## src/rtl/flash_poll_pkg.sv

```systemverilog
package flash_poll_pkg;
   typedef enum logic [2:0] {
      ST_IDLE,
      ST_PROG,
      ST_PROG_LOCK,
      ST_ERASE,
      ST_ERASE_LOCK,
      ST_SUSP,
      ST_SUSP_PROG
   } fp_state_e;
endpackage

```

## src/rtl/flash_poll_seq.sv

```systemverilog
module flash_poll_seq
   import flash_poll_pkg::*;
#(
   parameter int ADDR_W    = 7,
   parameter int DATA_W    = 8,
   parameter int NUM_SECT  = 4,
   parameter int PROG_CYC  = 100,
   parameter int ERASE_CYC = 5000,
   parameter int CNT_W     = 13
) (
   input  logic                clk,
   input  logic                rst_n,
   input  logic                prog_start,
   input  logic                erase_start,
   input  logic                suspend_req,
   input  logic                resume_req,
   input  logic                op_done,
   input  logic [ADDR_W-1:0]   cmd_addr,
   input  logic [DATA_W-1:0]   cmd_data,
   input  logic [NUM_SECT-1:0] erase_sel,
   input  logic [NUM_SECT-1:0] sect_prot,
   output fp_state_e           state,
   output logic [ADDR_W-1:0]   op_addr,
   output logic [DATA_W-1:0]   op_data,
   output logic [NUM_SECT-1:0] op_sel,
   output logic [NUM_SECT-1:0] erase_mask,
   output logic                commit_prog,
   output logic                commit_erase
);
   localparam int SECT_BITS = $clog2(NUM_SECT);

   logic [SECT_BITS-1:0] tgt_sidx;
   logic                 tgt_prot;
   logic [NUM_SECT-1:0]  eff_sel;
   logic                 op_lock;
   logic [CNT_W-1:0]     cnt;

   assign tgt_sidx = cmd_addr[ADDR_W-1 -: SECT_BITS];
   assign tgt_prot = sect_prot[tgt_sidx];
   assign eff_sel  = erase_sel & ~sect_prot;

   always_comb begin
      commit_prog  = op_done && ((state == ST_PROG) ||
                                 (state == ST_SUSP_PROG && !op_lock));
      commit_erase = op_done && (state == ST_ERASE);
   end

   always_ff @(posedge clk) begin
      if (!rst_n) begin
         state      <= ST_IDLE;
         op_addr    <= '0;
         op_data    <= '0;
         op_sel     <= '0;
         erase_mask <= '0;
         op_lock    <= 1'b0;
         cnt        <= '0;
      end else begin
         unique case (state)
            ST_IDLE: begin
               if (prog_start) begin
                  op_addr <= cmd_addr;
                  op_data <= cmd_data;
                  op_lock <= tgt_prot;
                  if (tgt_prot) begin
                     state <= ST_PROG_LOCK;
                     cnt   <= CNT_W'(PROG_CYC - 1);
                  end else begin
                     state <= ST_PROG;
                  end
               end else if (erase_start && |erase_sel) begin
                  op_sel     <= erase_sel;
                  erase_mask <= eff_sel;
                  if (eff_sel == '0) begin
                     state <= ST_ERASE_LOCK;
                     cnt   <= CNT_W'(ERASE_CYC - 1);
                  end else begin
                     state <= ST_ERASE;
                  end
               end
            end
            ST_PROG:
               if (op_done) state <= ST_IDLE;
            ST_PROG_LOCK, ST_ERASE_LOCK:
               if (cnt == '0) state <= ST_IDLE;
               else           cnt   <= cnt - 1'b1;
            ST_ERASE:
               if (op_done)          state <= ST_IDLE;
               else if (suspend_req) state <= ST_SUSP;
            ST_SUSP: begin
               if (prog_start) begin
                  op_addr <= cmd_addr;
                  op_data <= cmd_data;
                  op_lock <= tgt_prot;
                  state   <= ST_SUSP_PROG;
               end else if (resume_req) begin
                  state <= ST_ERASE;
               end
            end
            ST_SUSP_PROG:
               if (op_done) state <= ST_SUSP;
            default: state <= ST_IDLE;
         endcase
      end
   end
endmodule

```

## src/rtl/flash_poll_array.sv

```systemverilog
module flash_poll_array #(
   parameter int ADDR_W        = 7,
   parameter int DATA_W        = 8,
   parameter int NUM_SECT      = 4,
   parameter bit PROG_AND_ONLY = 1'b1
) (
   input  logic                clk,
   input  logic                rst_n,
   input  logic                commit_prog,
   input  logic [ADDR_W-1:0]   prog_addr,
   input  logic [DATA_W-1:0]   prog_data,
   input  logic                commit_erase,
   input  logic [NUM_SECT-1:0] erase_mask,
   input  logic [ADDR_W-1:0]   rd_addr,
   output logic [DATA_W-1:0]   rd_q
);
   localparam int DEPTH     = 2 ** ADDR_W;
   localparam int SECT_BITS = $clog2(NUM_SECT);
   localparam int SH        = ADDR_W - SECT_BITS;

   logic [DATA_W-1:0] mem [DEPTH];
   logic [DATA_W-1:0] new_byte;

   generate
      if (PROG_AND_ONLY) begin : g_and_rule
         assign new_byte = mem[prog_addr] & prog_data;
      end else begin : g_overwrite
         assign new_byte = prog_data;
      end
   endgenerate

   always_ff @(posedge clk) begin
      if (!rst_n) begin
         for (int i = 0; i < DEPTH; i++) mem[i] <= '1;
      end else begin
         if (commit_erase) begin
            for (int i = 0; i < DEPTH; i++)
               if (erase_mask[SECT_BITS'(i >> SH)]) mem[i] <= '1;
         end
         if (commit_prog) mem[prog_addr] <= new_byte;
      end
   end

   assign rd_q = mem[rd_addr];
endmodule

```

## src/rtl/flash_poll_rdmux.sv

```systemverilog
module flash_poll_rdmux
   import flash_poll_pkg::*;
#(
   parameter int ADDR_W   = 7,
   parameter int DATA_W   = 8,
   parameter int NUM_SECT = 4
) (
   input  fp_state_e           state,
   input  logic [ADDR_W-1:0]   rd_addr,
   input  logic [ADDR_W-1:0]   op_addr,
   input  logic [DATA_W-1:0]   op_data,
   input  logic [NUM_SECT-1:0] op_sel,
   input  logic [DATA_W-1:0]   mem_q,
   output logic [DATA_W-1:0]   rd_data
);
   localparam int SECT_BITS = $clog2(NUM_SECT);
   localparam int MSB       = DATA_W - 1;

   logic [SECT_BITS-1:0] rd_sidx;
   logic                 prog_hit;
   logic                 in_sel;

   assign rd_sidx  = rd_addr[ADDR_W-1 -: SECT_BITS];
   assign in_sel   = op_sel[rd_sidx];
   assign prog_hit = (state inside {ST_PROG, ST_PROG_LOCK, ST_SUSP_PROG}) &&
                     (rd_addr == op_addr);

   always_comb begin
      rd_data = mem_q;
      if (prog_hit)
         rd_data[MSB] = ~op_data[MSB];
      else if (in_sel && (state inside {ST_ERASE, ST_ERASE_LOCK}))
         rd_data[MSB] = 1'b0;
      else if (in_sel && (state inside {ST_SUSP, ST_SUSP_PROG}))
         rd_data[MSB] = 1'b1;
   end
endmodule

```

## src/rtl/flash_poll_status.sv

```systemverilog
module flash_poll_status
   import flash_poll_pkg::*;
#(
   parameter int ADDR_W        = 7,
   parameter int DATA_W        = 8,
   parameter int NUM_SECT      = 4,
   parameter int CLK_PER_US    = 50,
   parameter int PROG_US       = 2,
   parameter int ERASE_US      = 100,
   parameter bit PROG_AND_ONLY = 1'b1
) (
   input  logic                clk,
   input  logic                rst_n,
   input  logic                prog_start,
   input  logic                erase_start,
   input  logic                suspend_req,
   input  logic                resume_req,
   input  logic                op_done,
   input  logic [ADDR_W-1:0]   cmd_addr,
   input  logic [DATA_W-1:0]   cmd_data,
   input  logic [NUM_SECT-1:0] erase_sel,
   input  logic [NUM_SECT-1:0] sect_prot,
   input  logic [ADDR_W-1:0]   rd_addr,
   output logic [DATA_W-1:0]   rd_data,
   output logic                busy
);
   localparam int SECT_BITS = $clog2(NUM_SECT);
   localparam int PROG_CYC  = PROG_US * CLK_PER_US;
   localparam int ERASE_CYC = ERASE_US * CLK_PER_US;
   localparam int MAX_CYC   = (PROG_CYC > ERASE_CYC) ? PROG_CYC : ERASE_CYC;
   localparam int CNT_W     = $clog2(MAX_CYC + 1);

   generate
      if (NUM_SECT < 2 || (1 << SECT_BITS) != NUM_SECT) begin : g_bad_sect
         $error("NUM_SECT must be a power of two of at least 2");
      end
      if (ADDR_W <= SECT_BITS || ADDR_W > 12) begin : g_bad_addr
         $error("ADDR_W must exceed the sector bits and stay at most 12");
      end
      if (DATA_W < 2) begin : g_bad_data
         $error("DATA_W must be at least 2");
      end
      if (CLK_PER_US < 1 || PROG_US < 1 || ERASE_US < 1) begin : g_bad_time
         $error("timing parameters must be positive");
      end
   endgenerate

   fp_state_e           st_w;
   logic [ADDR_W-1:0]   op_addr_w;
   logic [DATA_W-1:0]   op_data_w;
   logic [NUM_SECT-1:0] op_sel_w;
   logic [NUM_SECT-1:0] erase_mask_w;
   logic                commit_prog_w;
   logic                commit_erase_w;
   logic [DATA_W-1:0]   mem_q_w;

   flash_poll_seq #(
      .ADDR_W(ADDR_W), .DATA_W(DATA_W), .NUM_SECT(NUM_SECT),
      .PROG_CYC(PROG_CYC), .ERASE_CYC(ERASE_CYC), .CNT_W(CNT_W)
   ) u_seq (
      .clk(clk), .rst_n(rst_n),
      .prog_start(prog_start), .erase_start(erase_start),
      .suspend_req(suspend_req), .resume_req(resume_req), .op_done(op_done),
      .cmd_addr(cmd_addr), .cmd_data(cmd_data),
      .erase_sel(erase_sel), .sect_prot(sect_prot),
      .state(st_w), .op_addr(op_addr_w), .op_data(op_data_w),
      .op_sel(op_sel_w), .erase_mask(erase_mask_w),
      .commit_prog(commit_prog_w), .commit_erase(commit_erase_w)
   );

   flash_poll_array #(
      .ADDR_W(ADDR_W), .DATA_W(DATA_W), .NUM_SECT(NUM_SECT),
      .PROG_AND_ONLY(PROG_AND_ONLY)
   ) u_array (
      .clk(clk), .rst_n(rst_n),
      .commit_prog(commit_prog_w), .prog_addr(op_addr_w), .prog_data(op_data_w),
      .commit_erase(commit_erase_w), .erase_mask(erase_mask_w),
      .rd_addr(rd_addr), .rd_q(mem_q_w)
   );

   flash_poll_rdmux #(
      .ADDR_W(ADDR_W), .DATA_W(DATA_W), .NUM_SECT(NUM_SECT)
   ) u_rdmux (
      .state(st_w), .rd_addr(rd_addr), .op_addr(op_addr_w),
      .op_data(op_data_w), .op_sel(op_sel_w), .mem_q(mem_q_w),
      .rd_data(rd_data)
   );

   assign busy = (st_w != ST_IDLE);
endmodule

```

## config.mk

```make
export PLATFORM = sky130hd
export DESIGN_NAME = flash_poll_status
export DESIGN_NICKNAME = d
export VERILOG_FILES = /design/src/rtl/flash_poll_pkg.sv /design/src/rtl/flash_poll_seq.sv /design/src/rtl/flash_poll_array.sv /design/src/rtl/flash_poll_rdmux.sv /design/src/rtl/flash_poll_status.sv
export SDC_FILE = /design/constraint.sdc
export NUM_CORES = 2
export LEC_CHECK = 0
export BUFFER_PORTS_ARGS = -buffer_cell sky130_fd_sc_hd__buf_2
export CORE_ASPECT_RATIO = 1.25
export CORE_MARGIN = 1
export CORE_UTILIZATION = 25
export CTS_CLUSTER_SIZE = 12
export DETAILED_ROUTE_END_ITERATION = 8
export HOLD_SLACK_MARGIN = 0.08
export PLACE_DENSITY = 0.45
export SLEW_MARGIN = 20
export SYNTH_ARGS = -nofsm -noshare
export SYNTH_HDL_FRONTEND = slang
export SYNTH_SLANG_ARGS = --single-unit
```

## constraint.sdc

```tcl
create_clock -name clk -period 6.6 [get_ports clk]
set_input_delay 1.32 -clock clk [delete_from_list [all_inputs] [get_ports clk]]
set_output_delay 1.32 -clock clk [all_outputs]
set_load 0.05 [all_outputs]
```

==> metrics.txt <==
Synth warnings 0; Post-synth EDFFs 1024; cell with the most instances after synthesis edfxtp_1; Cell Chain, Critical Path buf_8 > buf_12 > mux4_2 > mux2_2 > a221oi_1 > o2111a_1 > a311o_1 > o22ai_1 > buf_4 > buf_2; Netlist cell types 66; Vias/cell 5.84; Crit Path Max Fanout between 40 and 50; worst-margin pin slew around 1200 ps; GRT Resource Usage Total about a fifth; Final ANT Viol Nets 0; Area growth syn-to-layout 12.1%; Vias 42400; CTS resizes 0; commonest cells in the netlist edfxtp_1 (1024), o31ai_1 (756), mux4_2 (492), o21ai_0 (399), mux2i_1 (274); synth top area cells edfxtp_1 (51%), mux4_2 (18%), o31ai_1 (9.4%); RSZ-0062 raised after global routing false; Routed wire per std cell between 30 and 40 um; DRC 0; vias in the first global route approximately 42000; RePlAce Congestion about 0.9; Relative slew margins approximately a fifth; FF+latch count, synth ~1100; Detailed Routing Iterations Pass 1 7; Sink Count between 1000 and 1500; Ports 46; Pint 11.9 mW; CTS tree yes; PortBufs 45; CTS buffer count roughly 110; Comb pwr share between 20% and 30%; largest net degree at the start of global routing approximately 130; CTS clk-pin slew, worst paths 60 ps; crit start category primary input; post-CTS setup buffer count 0; clock share of power 35.9%; highest clock rate between 0.15 and 0.2 GHz; Post-layout nets roughly 4100; Syn Nets 4235; final wirelength between 200 and 250 mm; slowest cell on the critical path a221oi_1; Min Clock Period, post-route roughly 5800 ps; setup tns final 0 ps; Synth top area share 51.1%; initial antenna violation count 9; number of core rows approximately 200; total congestion overflow 0; die height between 500 and 600 um; area of the core between 0.2 and 0.25 mm^2; switching share of power about 33%; Clk Latency, worst-skew pair 770 ps; synthesized cell area 0.0602 mm^2; drt initial violations between 4000 and 5000; Die X about 440 um; Final Hold Fails 0; H-tree Lvls 3; FFs w/ async S/R, synth 0%; Worst path max stage delay just under 700 ps; Starting Density around a quarter; max cap viols 0; hold crit path type flop to flop; CP required ~5300 ps; Worst setup EP type primary output; Power Density ~260 mW/mm^2; crit path kind primary input to primary output; first-pass GRT wire length about 340 mm; share of layout cells above drive strength 1 between 20% and 30%; commonest register cell after synthesis edfxtp_1; clk_skew 46.4 ps; Flop pwr share around 44%; Post-Syn Area per Cell around 14 um^2; Max VDD drop roughly 0.23 mV; P_sw ~5.8 mW; Post-Syn Instances 4196; Root Buffer clkbuf_16; Setup Viol. Count Final 0; max-slew violations 0; total power roughly 18 mW; fin crit share 88.3%; leakage between 15 and 20 nW; placed wire-length estimate between 150 and 200 mm; Die Footprint 0.243 mm^2; Max Root-Sink Buffers 3; status finished clean; Yosys top cell by area edfxtp_1; # hold bufs at CTS 0; post-synthesis sequential area ratio between 50% and 60%; Worst EP arrival approximately 4500 ps
[cells in the final DEF (no fill, tap or decap), types with 9 or more instances in the layout]
cell type	count
mux4_2	492
nand2b_1	10
edfxtp_1	1024
nand3_1	33
nor2b_1	23
buf_4	173
clkbuf_16	113
o31ai_1	755
clkbuf_1	34
clkinv_1	13
buf_12	48
mux4_1	9
a21oi_1	56
nand2_1	63
buf_2	41
a22o_1	12
nor2_1	180
a22oi_1	78
o21ai_1	63
dfxtp_1	41
mux2i_1	274
o31ai_2	15
o21ai_0	329
mux2_2	11
clkinv_2	18
[critical path: cells and delay by family]
family,cells,cell delay (ps)
multiplexers,2,890
AO/OA/AOI/OAI,4,1200
buffers and inverters,4,1020
[worst paths after layout]
check                              startpoint  slack [ps]            endpoint  cells after the start
worst max-delay path               rd_addr[0]         770          rd_data[7]                     10
worst max register to register           flop        1890  u_array.mem[14][2]                      7
worst min-delay path            u_seq.cnt[11]         500       u_seq.cnt[11]                      2
worst min register to register  u_seq.cnt[11]         500       u_seq.cnt[11]                      2
[stage by stage]
step	std cells	hold slack [ps]	setup WS, ps	cell area [um^2]	utilization, %
CTS	7258	496	750	67400	28.1
finish	7262	496	773	67400	28.1
global route	7260	526	687	67400	28.1
global placement	7051	468	761	63900	26.6
detailed placement	7056	482	778	63900	26.7
floorplan	4196	453	1060	60200	-
[cell families (layout without fill, tap and decap cells)]
group                    after synthesis  count (layout)  synth area share, %
AO/OA/AOI/OAI                       1392            1392                 15.7
flip-flops                          1069            1069                 52.6
multiplexers                         786             786                 23.6
buffers and inverters                561             477                 5.06
AND/OR/NAND/NOR                      378             378                 2.89
XOR/XNOR                               8               8                0.116
adder cells (fa/ha/maj)                2               2               0.0416
other                                  0               4                    0
[power groups by stage]
| stage | combinational (mW) | sequential [mW] | clock (mW) |
|---|---|---|---|
| 3_5_place_dp | 3.58 | 7.86 | 0 |
| 5_1_grt | 3.74 | 7.73 | 6.59 |
| 2_1_floorplan | 2.37 | 7.68 | 0 |
| 6_report | 3.60 | 7.72 | 6.33 |
| 4_1_cts | 3.58 | 7.72 | 6.39 |
| 3_3_place_gp | 3.56 | 7.86 | 0 |
[area by class of cell]
cell class / instances / area [um^2]
antenna: 4 / 10.0
timing repair buffer: 267 / 2550
inverter: 8 / 30.0
sequential: 1069 / 31700
clock inverter: 45 / 399
clock buffer: 157 / 3070
fill: 24000 / 172000
multi-input combinational: 2566 / 25800
tap: 3146 / 3940
[flip-flops by register name, summed over array words and instances (netlist names), named ones only]
| signal | flops |
|---|---|
| u_seq.op_data | 8 |
| u_seq.erase_mask | 2 |
| u_seq.op_lock | 1 |
| u_seq.op_sel | 4 |
| u_seq.cnt | 13 |
| u_array.mem | 1024 |
| u_seq.op_addr | 7 |
| u_seq.state | 3 |
[layer usage]
layer / global-route usage [%] / wire [um] / vias up
met5: 0 / 41 / -
met4: 9.67 / 13500 / 6
met3: 2.46 / 16200 / 431
met2: 33.9 / 122000 / 2090
met1: 24.6 / 94600 / 22700
li1: - / - / 17200
Power figures use the tool's default switching activity.
